File: src/rtl/cpb_pkg.sv
package cpb_pkg;
   typedef enum logic [1:0] {
      SP_ADDR = 2'd0,
      SP_DATA = 2'd1,
      SP_FLAT = 2'd2,
      SP_NONE = 2'd3
   } space_e;

   localparam int LANES  = 4;
   localparam int DWW    = 8 * LANES;
   localparam int DEV_W  = 5;
   localparam int FN_W   = 3;
   localparam int BUS_W  = 8;
   localparam int DWORD_W = 6;

   // clipped byte-enable for an access of len bytes starting at lane k
   function automatic logic [LANES-1:0] lane_enables(input logic [1:0] k,
                                                     input logic [2:0] len);
      logic [2:0] room;
      logic [2:0] eff;
      logic [4:0] run;
      room = 3'd4 - {1'b0, k};
      eff  = (len > room) ? room : len;
      run  = (5'd1 << eff) - 5'd1;
      return run[3:0] << k;
   endfunction
endpackage

File: src/rtl/cpb_lane_shaper.sv
module cpb_lane_shaper
   import cpb_pkg::*;
(
   input  logic [1:0]       k,
   input  logic [2:0]       len,
   input  logic [DWW-1:0]   wdata_r,
   input  logic [DWW-1:0]   rdata_l,
   output logic [LANES-1:0] be,
   output logic [DWW-1:0]   wdata_l,
   output logic [DWW-1:0]   rdata_r
);
   logic [DWW-1:0] bytemask;

   assign be = lane_enables(k, len);

   for (genvar i = 0; i < LANES; i++) begin : g_mask
      assign bytemask[8*i +: 8] = {8{be[i]}};
   end

   assign wdata_l = (wdata_r << (8 * k)) & bytemask;
   assign rdata_r = (rdata_l & bytemask) >> (8 * k);
endmodule

File: src/rtl/cpb_addr_latch.sv
module cpb_addr_latch
   import cpb_pkg::*;
(
   input  logic             clk,
   input  logic             rst_n,
   input  logic             wr_en,
   input  logic [LANES-1:0] be,
   input  logic [DWW-1:0]   wdata_l,
   output logic [DWW-1:0]   addr_q
);
   logic [DWW-1:0] merged;

   for (genvar i = 0; i < LANES; i++) begin : g_lane
      assign merged[8*i +: 8] = be[i] ? wdata_l[8*i +: 8] : addr_q[8*i +: 8];
   end

   always_ff @(posedge clk) begin
      if (!rst_n)
         addr_q <= '0;
      else if (wr_en)
         addr_q <= merged & ~DWW'(3);
   end

   assert_addr_hold_R2: assert property (@(posedge clk) disable iff (!rst_n)
      !wr_en |=> $stable(addr_q));
endmodule

File: src/rtl/cpb_target_decode.sv
module cpb_target_decode
   import cpb_pkg::*;
#(
   parameter int          HOST_BUS = 0,
   parameter logic [31:0] DEV_MASK = 32'h0000_000B
)(
   input  logic [BUS_W-1:0] bus,
   input  logic [DEV_W-1:0] dev,
   input  logic [FN_W-1:0]  fn,
   output logic             present
);
   assign present = (bus == BUS_W'(HOST_BUS)) && (fn == '0) && DEV_MASK[dev];
endmodule

File: src/rtl/cfg_port_bridge.sv
module cfg_port_bridge
   import cpb_pkg::*;
#(
   parameter int          HOST_BUS = 0,
   parameter logic [31:0] DEV_MASK = 32'h0000_000B,
   parameter bit          FLAT_EN  = 1'b1,
   parameter int          FLAT_AW  = 24
)(
   input  logic               clk,
   input  logic               rst_n,
   input  logic               req_valid,
   output logic               req_ready,
   input  logic [1:0]         req_space,
   input  logic [FLAT_AW-1:0] req_addr,
   input  logic [2:0]         req_len,
   input  logic               req_write,
   input  logic [31:0]        req_wdata,
   output logic [31:0]        req_rdata,
   output logic               cfg_valid,
   input  logic               cfg_ready,
   output logic               cfg_write,
   output logic [4:0]         cfg_dev,
   output logic [7:0]         cfg_off,
   output logic [3:0]         cfg_be,
   output logic [31:0]        cfg_wdata,
   input  logic [31:0]        cfg_rdata
);
   if (FLAT_AW < 24 || FLAT_AW > 31) begin : g_bad_aw
      $error("FLAT_AW must lie between 24 and 31");
   end
   if (HOST_BUS < 0 || HOST_BUS > 255) begin : g_bad_bus
      $error("HOST_BUS must fit in eight bits");
   end

   logic [1:0]         k;
   logic               addr_sel, data_sel, flat_sel, reject, cfg_sel, present, cfg_go;
   logic [DWW-1:0]     addr_q, wlanes, rsrc, rshaped;
   logic [LANES-1:0]   be;
   logic [BUS_W-1:0]   bus_m;
   logic [DEV_W-1:0]   dev_m;
   logic [FN_W-1:0]    fn_m;
   logic [DWORD_W-1:0] dword_m;

   assign k        = req_addr[1:0];
   assign addr_sel = (req_space == SP_ADDR);
   assign data_sel = (req_space == SP_DATA);

   if (FLAT_EN) begin : g_flat
      assign flat_sel = (req_space == SP_FLAT);
   end else begin : g_noflat
      assign flat_sel = 1'b0;
   end

   assign reject  = flat_sel && (({2'b00, k} + {1'b0, req_len}) > 4'd4);
   assign cfg_sel = data_sel || (flat_sel && !reject);

   assign bus_m   = flat_sel ? req_addr[23:16] : addr_q[23:16];
   assign dev_m   = flat_sel ? req_addr[15:11] : addr_q[15:11];
   assign fn_m    = flat_sel ? req_addr[10:8]  : addr_q[10:8];
   assign dword_m = flat_sel ? req_addr[7:2]   : addr_q[7:2];

   cpb_target_decode #(.HOST_BUS(HOST_BUS), .DEV_MASK(DEV_MASK)) decode_i (
      .bus(bus_m), .dev(dev_m), .fn(fn_m), .present(present)
   );

   cpb_lane_shaper shaper_i (
      .k(k), .len(req_len), .wdata_r(req_wdata), .rdata_l(rsrc),
      .be(be), .wdata_l(wlanes), .rdata_r(rshaped)
   );

   cpb_addr_latch latch_i (
      .clk(clk), .rst_n(rst_n),
      .wr_en(req_valid && addr_sel && req_write),
      .be(be), .wdata_l(wlanes), .addr_q(addr_q)
   );

   assign cfg_go = cfg_sel && present && (be != '0);

   always_comb begin
      if (addr_sel)                rsrc = addr_q;
      else if (cfg_go)             rsrc = cfg_rdata;
      else if (cfg_sel && !present) rsrc = '1;
      else                         rsrc = '0;
   end

   assign req_ready = !cfg_go || cfg_ready;
   assign req_rdata = req_write ? '0 : rshaped;
   assign cfg_valid = req_valid && cfg_go;
   assign cfg_write = req_write;
   assign cfg_dev   = dev_m;
   assign cfg_off   = {dword_m, k};
   assign cfg_be    = be;
   assign cfg_wdata = wlanes;

   assert_fwd_present_R6: assert property (@(posedge clk) disable iff (!rst_n)
      cfg_valid |-> DEV_MASK[cfg_dev]);

   assert_be_in_dword_R5: assert property (@(posedge clk) disable iff (!rst_n)
      cfg_valid |-> (cfg_be[cfg_off[1:0]] &&
                     ((cfg_be & ((4'b0001 << cfg_off[1:0]) - 4'b0001)) == 4'b0000)));

   assert_flat_reject_R9: assert property (@(posedge clk) disable iff (!rst_n)
      (req_valid && req_space == SP_FLAT && FLAT_EN &&
       ({2'b00, req_addr[1:0]} + {1'b0, req_len}) > 4'd4) |-> (!cfg_valid && req_ready));

   assert_unused_space_R10: assert property (@(posedge clk) disable iff (!rst_n)
      (req_valid && req_space == SP_NONE) |-> (req_ready && !cfg_valid && req_rdata == '0));

   assert_hold_pending_R11: assert property (@(posedge clk) disable iff (!rst_n)
      (cfg_valid && !cfg_ready) |=> (cfg_valid && $stable(cfg_off) && $stable(cfg_be)));
endmodule

File: config.mk
export PLATFORM = sky130hd
export DESIGN_NAME = cfg_port_bridge
export DESIGN_NICKNAME = d
export VERILOG_FILES = /design/src/rtl/cpb_pkg.sv /design/src/rtl/cpb_lane_shaper.sv /design/src/rtl/cpb_addr_latch.sv /design/src/rtl/cpb_target_decode.sv /design/src/rtl/cfg_port_bridge.sv
export SDC_FILE = /design/constraint.sdc
export NUM_CORES = 1
export LEC_CHECK = 0
export BUFFER_PORTS_ARGS = -buffer_cell sky130_fd_sc_hd__buf_2
export CORE_ASPECT_RATIO = 0.7
export CORE_MARGIN = 3
export CORE_UTILIZATION = 43
export CTS_CLUSTER_DIAMETER = 60
export DETAILED_ROUTE_END_ITERATION = 8
export PLACE_DENSITY = 0.89
export SLEW_MARGIN = 0
export SYNTH_ARGS = -nofsm -noshare
export SYNTH_HDL_FRONTEND = slang
export SYNTH_SLANG_ARGS = --single-unit
File: constraint.sdc
create_clock -name clk -period 4.5 [get_ports clk]
set_clock_uncertainty 0.2 [all_clocks]
set_input_delay 0.45 -clock clk [delete_from_list [all_inputs] [get_ports clk]]
set_output_delay 0.45 -clock clk [all_outputs]
set_load 0.05 [all_outputs]
==> results.cfg <==
[timing]
tightest_slew_ns = 1.255
hold_viol = 0
finalCritPeriodShare = 0.9878
max_freq_ghz = 0.2250
slew_headroom = 0.1605
setup-violations-final = 0
period_minus_slack_ns = 4.445
worst_slack_ns = 0.05486
slew_violations = 0

[critical_path]
path_cells = buf_2 > inv_1 > ha_4 > inv_1 > ha_4 > and3_4 > mux2i_1 > o32ai_4 > nand2_2 > ha_4 > inv_1 > a31oi_2 > o31ai_4 > a311oi_1 > and2_1 > buf_2
r2r_cells = 2
path_class = input pin to output pin
endpoint_kind = output pin
startpoint_type = input pin
reg2reg_setup_slack_ns = 3.41
cp.required_ns = 3.85
regToRegEndpoint = latch_i.addr_q[12]
cpPeakStageDelay_ns = 0.50
slowest_stage = a311oi_1
arrival_ns = 3.80
r2r-start = latch_i.addr_q[12]
crit_fanout = 5

[global_route]
grt_pass1_wl_um = 25790
grt_use_total = 0.3131
grt_pass1_vias = 4687
overflow = 0
grt_max_degree = 59
antenna_found_initial = 0

[pwr]
vdd_ir_drop_max_uv = 178.9
power_leakage_nw = 2.532
powerDensity_nw_per_um2 = 272.2

[clock_network]
clk_pin_slew_ns = 0.05
root_buffer = clkbuf_16
postCtsHoldBufs = 0
cts_buffer_depth = 2
htree_levels = 2
tritoncts = done
numCtsBuffers = 5
clk_latency_ns = 0.27
cts.sinks = 30

[detailed_routing]
drcViolationCount = 0
wl_um = 16910
drt-wirelength-per-cell_um = 20.69
via_per_inst = 6.058
drt_pass1_iterations = 7
drt-initial-drc-count = 581
antenna_left = 0
vias = 4949

[worst_hold_path]
hold_depth = 3
hold_path_end = latch_i.addr_q[3]
hold_class = input pin to flop
hp-start = req_wdata[3]

[floorplanning]
floorplan.rows = 28
start_util = 0.4534
die_h_um = 85.92
die_area_um2 = 10330
die_w_um = 120.2
ios = 182
core-area_um2 = 8653

[synth]
synth_area_leaders = mux2i_1, dfxtp_1, mux2_2
synth_area_um2 = 3924
yosys_warnings = 0
syn_inst = 530
syn-num-nets = 636
synth_cell_types = 60
synth_top_area_cell = mux2i_1
yosys-top-cells-count = nor2_1, mux2i_1, nand2_1
yosysTopAreaCellShare = 0.1658
avgSynthCellArea_um2 = 7.403
synth-main-ff-cell = dfxtp_1
ys_ff_latch = 30
synth-edff-count = 0
ys_async_sr_fraction = 0
synth_most_common_cell = nor2_1
yosysSeqAreaShare = 0.1531

[cells_and_area]
drive_above_1_share = 0.4519
syn_to_final_growth_pct = 40.40
largest_reg_flops = 30
top_register = latch_i.addr_q
diodes = 0
biggestRegsByFlops = latch_i.addr_q x30
final_net_count = 802
utilization = 0.6366

[flow_run]
maxCapViolCount = 0

[placement]
portBuffers = 181
place.gp.congestion = 0.9795
post-dp-hpwl_um = 13300
pre_cts_slack_ns = 0.1258

[run_status]
status = complete, no violations
## where the power goes
group	switching (mW)	internal [mW]
registers	0.00718	0.270
clock network	0.124	0.260
logic	0.574	0.264
total	0.705	0.794
## worst max-delay path, delay by kind of cell
kind	cells	cell delay (ns)
mux	1	0.31
compound gates	4	1.12
simple gates	3	0.57
buf+inv	5	0.60
fa+ha+maj	3	0.73
## metrics by stage
step	TNS (ns)	std cells	instance area, µm²	power (mW)	hold WS [ns]
final	0	817	5509	1.500	0.2918
after detailed placement	0	807	5303	1.098	0.3113
after global placement	0	807	5303	1.090	0.3022
after CTS	0	815	5473	1.479	0.2876
after floorplan	0	530	4284	0.8818	0.2577
after global routing	-0.1853	817	5509	1.555	0.3130
## cell type report
type                    instances  area (µm²)
clock buffers                   5       125.1
fillers                       740        3144
repair buffers                201        1111
well taps                     120       150.1
flip-flops and latches         30       600.6
multi-input cells             444        3425
inverters                      14       52.55
clock inverters                 3       45.04
## how the worst max path moves through the flow
stage               depth (start not counted)            end  slack (ns)   startpoint
global placement                           16      cfg_valid        0.23  req_addr[0]
CTS                                        16  cfg_wdata[31]        0.09  req_addr[0]
detailed placement                         16   req_rdata[8]        0.13  req_addr[0]
floorplan                                  18  req_rdata[15]        0.01  req_addr[0]
global route                               17   req_rdata[8]       -0.05  req_addr[0]
finish                                     16      cfg_valid        0.05  req_addr[0]
## cell usage in the layout (no fill, tap or decap), types with 3 or more instances in the layout
master,instances
buf_12,3
nor4_4,8
nor4_1,4
nor2_4,9
a311oi_1,3
nand3b_1,3
a211oi_1,15
ha_1,4
mux2_2,31
dfxtp_1,30
a21oi_1,41
ha_4,3
a211o_1,7
nand2_1,41
o21ai_0,21
buf_2,174
buf_4,19
mux2i_1,65
a22oi_1,10
a211oi_2,6
or2_2,9
clkbuf_4,5
clkbuf_16,5
nor2_2,17
and2_1,10
o211ai_1,4
nor3_1,11
and3_1,4
nand2b_1,12
a21o_1,3
nor2_1,46
nand3_1,13
inv_1,14
## logic make-up after synthesis
| logic type | share of synthesized area |
|---|---|
| and+or+nand+nor | 0.2589 |
| AOI/OAI and AO/OA | 0.2357 |
| muxes | 0.2605 |
| buffers and inverters | 0.06441 |
| DFF | 0.1531 |
| adders and majority gates | 0.02742 |
## layer usage
metal	GRT usage	share of wire
met1	0.4598	0.45
met2	0.4806	0.43
met5	0	0
met3	0.04746	0.10
met4	0.07484	0.018
## timing repair
action	in CTS	in global routing
endpoints found under the setup margin	0	16
resized for setup	0	8
setup buffers	0	2
No activity file was read; power rests on OpenSTA's default activity.
